<file path="config.mk">
export PLATFORM = sky130hd
export DESIGN_NAME = lat_addr8
export DESIGN_NICKNAME = d
export VERILOG_FILES = /design/src/rtl/lat_pkg.sv /design/src/rtl/lat_mode_dec.sv /design/src/rtl/lat_sel_dec.sv /design/src/rtl/lat_cell.sv /design/src/rtl/lat_addr8.sv
export SDC_FILE = /design/constraint.sdc
export NUM_CORES = 1
export LEC_CHECK = 0
export ABC_AREA = 1
export BUFFER_PORTS_ARGS = -buffer_cell sky130_fd_sc_hd__clkbuf_2
export CAP_MARGIN = 15
export CORE_AREA = 10 10 47 49
export DETAILED_ROUTE_END_ITERATION = 8
export DIE_AREA = 0 0 57 59
export GPL_TIMING_DRIVEN = 0
export PLACE_DENSITY = 0.68
export SETUP_SLACK_MARGIN = 0.3
export SLEW_MARGIN = 20
export SYNTH_ARGS = -nofsm -noshare
export SYNTH_HDL_FRONTEND = slang
export SYNTH_SLANG_ARGS = --single-unit
</file>
<file path="constraint.sdc">
create_clock -name clk -period 0.8 [get_ports clk]
set_input_delay 0.16 -clock clk [delete_from_list [all_inputs] [get_ports clk]]
set_output_delay 0.16 -clock clk [all_outputs]
set_load 0.01 [all_outputs]
</file>
<file path="src/rtl/lat_pkg.sv">
package lat_pkg;

    typedef enum logic [1:0] {
        MODE_WRITE = 2'd0,
        MODE_HOLD  = 2'd1,
        MODE_CLEAR = 2'd2,
        MODE_DEMUX = 2'd3
    } lat_mode_e;

    typedef struct packed {
        logic      valid;
        lat_mode_e mode;
    } lat_ctl_t;

    function automatic lat_mode_e decode_mode(input logic zero_req, input logic wr_block);
        lat_mode_e m;
        case ({zero_req, wr_block})
            2'b00:   m = MODE_WRITE;
            2'b01:   m = MODE_HOLD;
            2'b11:   m = MODE_CLEAR;
            default: m = MODE_DEMUX;
        endcase
        return m;
    endfunction

endpackage

</file>
<file path="src/rtl/lat_mode_dec.sv">
module lat_mode_dec
    import lat_pkg::*;
(
    input  logic     sys_rst,
    input  logic     zero_req,
    input  logic     wr_block,
    output lat_ctl_t ctl
);
    always_comb begin
        ctl.valid = ~sys_rst;
        ctl.mode  = decode_mode(zero_req, wr_block);
    end
endmodule

</file>
<file path="src/rtl/lat_sel_dec.sv">
module lat_sel_dec #(
    parameter int WIDTH = 8,
    parameter int SEL_W = $clog2(WIDTH)
) (
    input  logic [SEL_W-1:0] bit_sel,
    output logic [WIDTH-1:0] hit
);
    for (genvar i = 0; i < WIDTH; i++) begin : g_hit
        assign hit[i] = (bit_sel == SEL_W'(i));
    end
endmodule

</file>
<file path="src/rtl/lat_cell.sv">
module lat_cell
    import lat_pkg::*;
(
    input  logic     clk,
    input  logic     sys_rst,
    input  lat_ctl_t ctl,
    input  logic     hit,
    input  logic     din,
    output logic     q
);
    logic q_nxt;

    always_comb begin
        q_nxt = q;
        if (ctl.valid) begin
            case (ctl.mode)
                MODE_WRITE: if (hit) q_nxt = din;
                MODE_HOLD:  q_nxt = q;
                MODE_CLEAR: q_nxt = 1'b0;
                MODE_DEMUX: q_nxt = hit & din;
                default:    q_nxt = q;
            endcase
        end
    end

    always_ff @(posedge clk) begin
        if (sys_rst) q <= 1'b0;
        else         q <= q_nxt;
    end
endmodule

</file>
<file path="src/rtl/lat_addr8.sv">
module lat_addr8
    import lat_pkg::*;
#(
    parameter int WIDTH = 8,
    parameter int SEL_W = $clog2(WIDTH)
) (
    input  logic             clk,
    input  logic             sys_rst,
    input  logic             wr_block,
    input  logic             zero_req,
    input  logic [SEL_W-1:0] bit_sel,
    input  logic             din,
    output logic [WIDTH-1:0] q
);
    lat_ctl_t         ctl;
    logic [WIDTH-1:0] hit;

    lat_mode_dec u_mode (
        .sys_rst  (sys_rst),
        .zero_req (zero_req),
        .wr_block (wr_block),
        .ctl      (ctl)
    );

    lat_sel_dec #(.WIDTH(WIDTH), .SEL_W(SEL_W)) u_sel (
        .bit_sel (bit_sel),
        .hit     (hit)
    );

    for (genvar i = 0; i < WIDTH; i++) begin : g_cell
        lat_cell u_cell (
            .clk     (clk),
            .sys_rst (sys_rst),
            .ctl     (ctl),
            .hit     (hit[i]),
            .din     (din),
            .q       (q[i])
        );
    end
endmodule

</file>
==> impl_metrics.prom, run 1 <==
# TYPE chip_impl_metric gauge
chip_impl_metric{name="seq_area_frac_synth",unit=""} 0.3299
chip_impl_metric{name="power_density",unit="nW/µm²"} 1274
chip_impl_metric{name="worst_slew_pin_slew",unit="ps"} 201.1
chip_impl_metric{name="fp.coreArea",unit="µm²"} 1401
chip_impl_metric{name="wirelength",unit="mm"} 1.098
chip_impl_metric{name="post_dp_cell_area",unit="µm²"} 590.6
chip_impl_metric{name="initial_antenna_violation_count",unit=""} 0
chip_impl_metric{name="clock_insertion_delay_worst_skew",unit="ps"} 260
chip_impl_metric{name="parity_gate_share_of_the_synthesized_area_counting_xor_and_xnor_cells",unit=""} 0
chip_impl_info{name="outcome",value="complete, but fails checks"} 1
chip_impl_metric{name="synth_nets",unit=""} 85
chip_impl_metric{name="vias",unit=""} 490
chip_impl_info{name="top_register",value="g_cell.u_cell.q"} 1
chip_impl_metric{name="cap_viol_max_count",unit=""} 0
chip_impl_metric{name="htree_levels",unit=""} 1
chip_impl_metric{name="critPathMaxFanout",unit=""} 2
chip_impl_metric{name="worst_slack",unit="ps"} -154.2
chip_impl_metric{name="grt_pass1_wl",unit="mm"} 1.814
chip_impl_info{name="grt_setup_unrepaired",value="yes"} 1
chip_impl_metric{name="multiplexer_area_fraction_after_synthesis",unit=""} 0
chip_impl_metric{name="post_synth_fa_ha_maj_area_fraction",unit=""} 0
chip_impl_metric{name="post_drt_wl_per_cell",unit="µm"} 9.982
chip_impl_metric{name="combPwrFrac",unit=""} 0.185
chip_impl_info{name="post_synth_main_area_contributors",value="sky130_fd_sc_hd__dfxtp_1, sky130_fd_sc_hd__nor2_1, sky130_fd_sc_hd__buf_4"} 1
chip_impl_metric{name="post_synth_inst_count",unit=""} 77
chip_impl_metric{name="synthesized_area_fraction_occupied_by_ao_oa_aoi_and_oai_cells",unit=""} 0.08247
chip_impl_metric{name="timing.final.crit_share",unit=""} 1.193
chip_impl_metric{name="initial_core_util",unit=""} 0.3464
chip_impl_metric{name="overflow_after_grt",unit=""} 0
chip_impl_metric{name="pin_count_of_the_biggest_net_entering_global_routing",unit=""} 9
chip_impl_info{name="hp-class",value="input pin to register"} 1
chip_impl_metric{name="num_ports",unit=""} 16
chip_impl_metric{name="ys.warnings.count",unit=""} 0
chip_impl_metric{name="die_y",unit="µm"} 59
chip_impl_info{name="synth_top_family_by_area",value="simple AND/OR/NAND/NOR gates"} 1
chip_impl_metric{name="firstDrtPassIters",unit=""} 5
chip_impl_metric{name="grt_pass1_vias",unit=""} 452
chip_impl_metric{name="num_rows",unit=""} 14
chip_impl_metric{name="finish.net_count",unit=""} 104
chip_impl_metric{name="netSwitchingPower",unit="µW"} 246.2
chip_impl_info{name="cp_slowest_cell",value="sky130_fd_sc_hd__dfxtp_2"} 1
chip_impl_metric{name="post-route-cell-area",unit="µm²"} 709.4
chip_impl_info{name="crit_top_cell",value="sky130_fd_sc_hd__buf_6"} 1
chip_impl_metric{name="largest_reg_flops",unit=""} 8
chip_impl_info{name="synthDominantAreaCellType",value="sky130_fd_sc_hd__dfxtp_1"} 1
chip_impl_metric{name="worstPathArrival",unit="ps"} 790
chip_impl_metric{name="drt_iter0_markers",unit=""} 15
chip_impl_metric{name="fp.dieW",unit="µm"} 57
chip_impl_metric{name="overall_global_routing_usage",unit=""} 0.06464
chip_impl_info{name="critical_path_start_end_classification",value="register to primary output"} 1
chip_impl_metric{name="drt-vias-per-instance",unit=""} 4.455
chip_impl_metric{name="clk_path_buf_depth",unit=""} 2
chip_impl_metric{name="cts_inserted_buffers",unit=""} 3
chip_impl_metric{name="routabilityCongestion",unit=""} 0.7990
chip_impl_metric{name="cts.hold.buffers_added",unit=""} 0
chip_impl_info{name="clock_tree_from_tritoncts",value="done"} 1
chip_impl_metric{name="final_period_minus_worst_setup_slack",unit="ps"} 954.2
chip_impl_info{name="crit_path_end_kind",value="primary output"} 1
chip_impl_metric{name="synth_simple_gate_area_frac",unit=""} 0.3454
chip_impl_metric{name="drive_above_1_share",unit=""} 0.4894
chip_impl_info{name="violations",value="negative setup slack"} 1
chip_impl_metric{name="post_synth_instance_area",unit="µm²"} 485.5
chip_impl_info{name="cp_cell_sequence",value="buf_6 > buf_6"} 1
chip_impl_info{name="largestRegisters",value="g_cell.u_cell.q (8)"} 1
chip_impl_metric{name="ys_ff_latch",unit=""} 8
chip_impl_metric{name="sw_frac_of_total",unit=""} 0.2725
chip_impl_metric{name="antenna_cells",unit=""} 0
chip_impl_metric{name="clockPowerShare",unit=""} 0.354
chip_impl_metric{name="drt.antenna.violating_nets",unit=""} 0
chip_impl_metric{name="place_hpwl",unit="µm"} 768.9
chip_impl_metric{name="fin_skew",unit="ps"} 0
chip_impl_metric{name="post-synth-top-area-fraction",unit=""} 0.3299
chip_impl_metric{name="cellInternalPower",unit="µW"} 657.5
chip_impl_metric{name="clk_transition_reported_paths",unit="ps"} 60
chip_impl_metric{name="fmax",unit="GHz"} 1.048
chip_impl_metric{name="areaGrowthSynthToFinish",unit="%"} 46.13
chip_impl_info{name="worst_setup_path_start_kind",value="register"} 1
chip_impl_metric{name="setup_viol",unit=""} 8
chip_impl_metric{name="post-layout-total-power",unit="µW"} 903.8
chip_impl_info{name="cts_root_buf",value="sky130_fd_sc_hd__clkbuf_4"} 1
chip_impl_metric{name="peakVddDrop",unit="mV"} 0.6694
chip_impl_metric{name="cp_slowest_stage_delay",unit="ps"} 330
chip_impl_metric{name="utilization",unit=""} 0.5063
chip_impl_metric{name="route.detailed.drc",unit=""} 0
chip_impl_metric{name="max_slew_margin",unit=""} 0.8656
chip_impl_metric{name="per_instance_average_area_after_synthesis",unit="µm²"} 6.305
chip_impl_metric{name="slew_violations",unit=""} 0
chip_impl_metric{name="critPathRequiredTime",unit="ps"} 640
chip_impl_metric{name="seq_power_share",unit=""} 0.461
chip_impl_metric{name="postCtsSetupBuffers",unit=""} 0
chip_impl_metric{name="tritoncts_num_sinks",unit=""} 8
chip_impl_metric{name="p_leak",unit="nW"} 0.3353
chip_impl_metric{name="die-area",unit="µm²"} 3363
chip_impl_metric{name="synth_cell_type_count",unit=""} 11
chip_impl_metric{name="final-hold-violation-count",unit=""} 0
chip_impl_metric{name="port_buffers",unit=""} 14
synthesized netlist by cell type:
cell and instances:
sky130_fd_sc_hd__dfxtp_1 8, sky130_fd_sc_hd__buf_4 8, sky130_fd_sc_hd__buf_2 1, sky130_fd_sc_hd__nor2_1 17, sky130_fd_sc_hd__a21oi_1 8, sky130_fd_sc_hd__nor2_2 3
sky130_fd_sc_hd__nand3_1 8, sky130_fd_sc_hd__inv_1 12, sky130_fd_sc_hd__nand2_1 9, sky130_fd_sc_hd__nor2_4 1, sky130_fd_sc_hd__inv_2 2
final timing paths:
check | start | end | slack, ps | depth (start not counted)
worst max-delay path | g_cell[3].u_cell.q | q[3] | -150 | 2
worst min-delay path | sys_rst | g_cell[0].u_cell.q | 190 | 4
worst max register to register | g_cell[3].u_cell.q | g_cell[3].u_cell.q | 100 | 4
worst min register to register | g_cell[2].u_cell.q | g_cell[2].u_cell.q | 570 | 4
cells by family (layout without fill, tap and decap cells):
logic type             Yosys count  count (layout)
AND/OR/NAND/NOR                 38              38
buffers and inverters           23              40
AO/OA/AOI/OAI                    8               8
flip-flops                       8               8
routing by layer:
metal	global-route usage	vias to the layer above	routed length, µm
li1	-	260	-
met2	0.09922	20	525
met5	0	-	0
met4	0.03020	0	0
met1	0.06963	210	431
met3	0.03863	0	141
what timing repair did:
| item | 4_1_cts | 5_1_grt |
|---|---|---|
| endpoints found under the setup margin | 16 | 16 |
| gates resized for setup | 18 | 12 |
| pin swaps | 0 | 2 |
placed cells by master, fill, tap and decap left out, types with 2 or more instances in the layout:
cell type / instances
sky130_fd_sc_hd__a21oi_1: 7
sky130_fd_sc_hd__buf_6: 16
sky130_fd_sc_hd__clkbuf_2: 6
sky130_fd_sc_hd__clkbuf_4: 3
sky130_fd_sc_hd__dfxtp_2: 8
sky130_fd_sc_hd__inv_1: 9
sky130_fd_sc_hd__inv_2: 4
sky130_fd_sc_hd__nand2_1: 9
sky130_fd_sc_hd__nand3_1: 8
sky130_fd_sc_hd__nor2_1: 15
sky130_fd_sc_hd__nor2_2: 4
sky130_fd_sc_hd__nor2_4: 2
worst max-delay path, delay by kind of cell (launching register included):
family	cells	cell delay [ps]
buffers and inverters	2	220
DFF	1	330
cell type report:
class	count	area, µm²
buffer	9	95.09
multi-input combinational	46	221.5
timing repair buffer	14	120.1
sequential	8	170.2
inverter	14	60.06
tap	16	20.02
clock buffer	3	22.52
fill	163	691.9
power groups by stage:
stage	clock network, mW	registers (mW)	logic (mW)
global route	0.333	0.417	0.188
global placement	0	0.421	0.145
floorplan	0	0.421	0.0953
CTS	0.325	0.415	0.161
detailed placement	0	0.421	0.147
finish	0.320	0.417	0.167
through the flow:
| stage | worst slack (ps) | std cells | hold WS [ps] | TNS, ps |
|---|---|---|---|---|
| 2_1_floorplan | 189.0 | 77 | 340.4 | 0 |
| 3_3_place_gp | -68.03 | 107 | 466.4 | -375.0 |
| 3_5_place_dp | -90.36 | 107 | 463.8 | -487.0 |
| 4_1_cts | -166.7 | 110 | 189.3 | -1203 |
| 5_1_grt | -169.2 | 110 | 221.1 | -1284 |
| 6_report | -154.2 | 110 | 187.5 | -1170 |
Note: power is estimated with default switching activity, not from simulation.
==> run 2: changes to the inputs <==
SLEW_MARGIN = 10   (was 20)
TNS_END_PERCENT = 10   (was not set)
clock period = 0.9 ns   (was 0.8 ns; I/O delays follow)
==> run 2 against run 1 <==
  * The flow still finishes with violations (negative setup slack)
  * Wire length decreased by 5.7%
  * Worst setup slack improved by 69 ps
  * Register-to-register slack improved by 30 ps
  * First-iteration DRC count grew 33%
  * Utilization decreased by 1.2 points
  * Clock skew unchanged
  * Clock power shrank 11%
  * Sequential power is 12% lower
  * Worst hold slack better by 15 ps
  * Combinational power down 13%
  * Non-clock buffer count increased by 2
  * Design area shrank 2.5%
  * Highest routed layer is now met4
==> impl_metrics.prom, run 2 (synthesis results as in run 1) <==
# TYPE chip_impl_metric gauge
chip_impl_info{name="outcome",value="complete, but fails checks"} 1
chip_impl_info{name="violations",value="negative setup slack"} 1
chip_impl_info{name="layout.cells.most_common",value="sky130_fd_sc_hd__nor2_1"} 1
chip_impl_metric{name="slew_violations",unit=""} 0
chip_impl_metric{name="grt_pass1_wl",unit="mm"} 1.773
chip_impl_metric{name="areaGrowthSynthToFinish",unit="%"} 42.53
chip_impl_metric{name="firstDrtPassIters",unit=""} 4
chip_impl_metric{name="netSwitchingPower",unit="µW"} 218.3
chip_impl_metric{name="timing.final.crit_share",unit=""} 1.095
chip_impl_metric{name="stdcell_count",unit=""} 112
chip_impl_metric{name="combPwrFrac",unit=""} 0.182
chip_impl_metric{name="critPathMaxFanout",unit=""} 2
chip_impl_info{name="grt_setup_unrepaired",value="yes"} 1
chip_impl_metric{name="fp.dieW",unit="µm"} 57
chip_impl_info{name="crit_path_end_kind",value="primary output"} 1
chip_impl_metric{name="p_leak",unit="nW"} 0.3372
chip_impl_metric{name="num_rows",unit=""} 14
chip_impl_metric{name="antenna_cells",unit=""} 0
chip_impl_metric{name="drt_iter0_markers",unit=""} 20
chip_impl_info{name="most-common-layout-cells",value="sky130_fd_sc_hd__nor2_1, sky130_fd_sc_hd__nand2_1, sky130_fd_sc_hd__inv_1, sky130_fd_sc_hd__buf_6, sky130_fd_sc_hd__clkbuf_2"} 1
chip_impl_metric{name="fin_skew",unit="ps"} 0
chip_impl_metric{name="drive_above_1_share",unit=""} 0.4583
chip_impl_metric{name="clk_path_buf_depth",unit=""} 2
chip_impl_metric{name="worst_slew_pin_slew",unit="ps"} 189.8
chip_impl_info{name="top_register",value="g_cell.u_cell.q"} 1
chip_impl_info{name="cts_root_buf",value="sky130_fd_sc_hd__clkbuf_4"} 1
chip_impl_metric{name="power_density",unit="nW/µm²"} 1158
chip_impl_metric{name="port_buffers",unit=""} 14
chip_impl_metric{name="sw_frac_of_total",unit=""} 0.2724
chip_impl_metric{name="grt_pass1_vias",unit=""} 427
chip_impl_metric{name="die_y",unit="µm"} 59
chip_impl_metric{name="final-hold-violation-count",unit=""} 0
chip_impl_metric{name="pin_count_of_the_biggest_net_entering_global_routing",unit=""} 9
chip_impl_metric{name="initial_core_util",unit=""} 0.3464
chip_impl_metric{name="overflow_after_grt",unit=""} 0
chip_impl_metric{name="largest_reg_flops",unit=""} 8
chip_impl_metric{name="post_drt_wl_per_cell",unit="µm"} 9.241
chip_impl_metric{name="final_period_minus_worst_setup_slack",unit="ps"} 985.6
chip_impl_info{name="hp-class",value="input pin to register"} 1
chip_impl_metric{name="wirelength",unit="mm"} 1.035
chip_impl_metric{name="max_slew_margin",unit=""} 0.8731
chip_impl_metric{name="setup_viol",unit=""} 8
chip_impl_metric{name="die-area",unit="µm²"} 3363
chip_impl_metric{name="overall_global_routing_usage",unit=""} 0.06771
chip_impl_metric{name="critPathRequiredTime",unit="ps"} 720
chip_impl_metric{name="fp.coreArea",unit="µm²"} 1401
chip_impl_info{name="clock_tree_from_tritoncts",value="done"} 1
chip_impl_info{name="largestRegisters",value="g_cell.u_cell.q (8)"} 1
chip_impl_metric{name="cts_inserted_buffers",unit=""} 3
chip_impl_metric{name="place_hpwl",unit="µm"} 733.8
chip_impl_metric{name="cellInternalPower",unit="µW"} 583.0
chip_impl_metric{name="clockPowerShare",unit=""} 0.357
chip_impl_metric{name="worstPathArrival",unit="ps"} 810
chip_impl_metric{name="initial_antenna_violation_count",unit=""} 0
chip_impl_info{name="worst_setup_path_start_kind",value="register"} 1
chip_impl_metric{name="routabilityCongestion",unit=""} 0.8066
chip_impl_metric{name="tritoncts_num_sinks",unit=""} 8
chip_impl_metric{name="dp.cells",unit=""} 107
chip_impl_metric{name="fmax",unit="GHz"} 1.015
chip_impl_metric{name="finish.net_count",unit=""} 106
chip_impl_metric{name="drt-vias-per-instance",unit=""} 4.473
chip_impl_metric{name="htree_levels",unit=""} 1
chip_impl_metric{name="num_ports",unit=""} 16
chip_impl_metric{name="clk_transition_reported_paths",unit="ps"} 50
chip_impl_metric{name="cap_viol_max_count",unit=""} 0
chip_impl_metric{name="final.setup.tns",unit="ps"} -618.1
chip_impl_metric{name="peakVddDrop",unit="mV"} 0.6333
chip_impl_metric{name="drt.antenna.violating_nets",unit=""} 0
chip_impl_metric{name="seq_power_share",unit=""} 0.461
chip_impl_metric{name="clock_insertion_delay_worst_skew",unit="ps"} 260
chip_impl_metric{name="worst_case_register_to_register_setup_slack",unit="ps"} 130
chip_impl_metric{name="worst_slack",unit="ps"} -85.58
chip_impl_metric{name="vias",unit=""} 501
chip_impl_metric{name="route.detailed.drc",unit=""} 0
chip_impl_info{name="critical_path_start_end_classification",value="register to primary output"} 1
run 2: worst paths after layout:
kind / start / to / cells after the start
worst max-delay path: g_cell[0].u_cell.q / q[0] / 2
worst max register to register: g_cell[2].u_cell.q / g_cell[2].u_cell.q / 5
worst min-delay path: sys_rst / g_cell[2].u_cell.q / 4
worst min register to register: g_cell[0].u_cell.q / g_cell[0].u_cell.q / 4
run 2: metal layers:
layer / up-vias / GRT usage / routed length [µm] / share of wire
met4: 0 / 0.06040 / 42 / 0.041
met5: - / 0 / 0 / 0
li1: 264 / - / - / -
met3: 7 / 0.03004 / 83 / 0.080
met2: 15 / 0.09612 / 438 / 0.42
met1: 215 / 0.07452 / 470 / 0.45
run 2: cell type report:
class                   instances  area [µm²]
fillers                       154       709.4
flip-flops and latches          8       167.7
well taps                      16       20.02
multi-input cells              46       215.2
repair buffers                 16       120.1
inverters                      14       60.06
clock buffers                   3       22.52
plain buffers                   9       86.33
run 2: what timing repair did:
action | CTS | global route
setup buffers | 1 | 1
hold buffers | 0 | 0
endpoints found under the setup margin | 16 | 16
pin swaps | 2 | 11
gates resized for setup | 4 | 19
run 2: worst max-delay path: stages (launching register included):
cell,delay (ps)
sky130_fd_sc_hd__dfxtp_2,310
sky130_fd_sc_hd__buf_4,120
sky130_fd_sc_hd__clkbuf_2,120
run 2: power by group through the flow:
stage	logic (mW)	clock network [mW]	registers, mW
after global routing	0.164	0.310	0.370
after floorplan	0.0865	0	0.374
final	0.146	0.286	0.369
after CTS	0.136	0.289	0.367
after detailed placement	0.131	0	0.375
after global placement	0.131	0	0.374
run 2: stage by stage:
| step | total power, mW | instance area, µm² | hold WS, ps | setup slack [ps] | utilization |
|---|---|---|---|---|---|
| floorplan | 0.4604 | 503.0 | 355.0 | 269.9 | - |
| global placement | 0.5051 | 593.1 | 479.4 | 14.61 | 0.4232 |
| detailed placement | 0.5059 | 593.1 | 484.6 | 9.387 | 0.4232 |
| CTS | 0.7924 | 636.9 | 213.7 | -89.22 | 0.4545 |
| global route | 0.8444 | 691.9 | 232.5 | -105.2 | 0.4938 |
| finish | 0.8013 | 691.9 | 202.3 | -85.58 | 0.4938 |
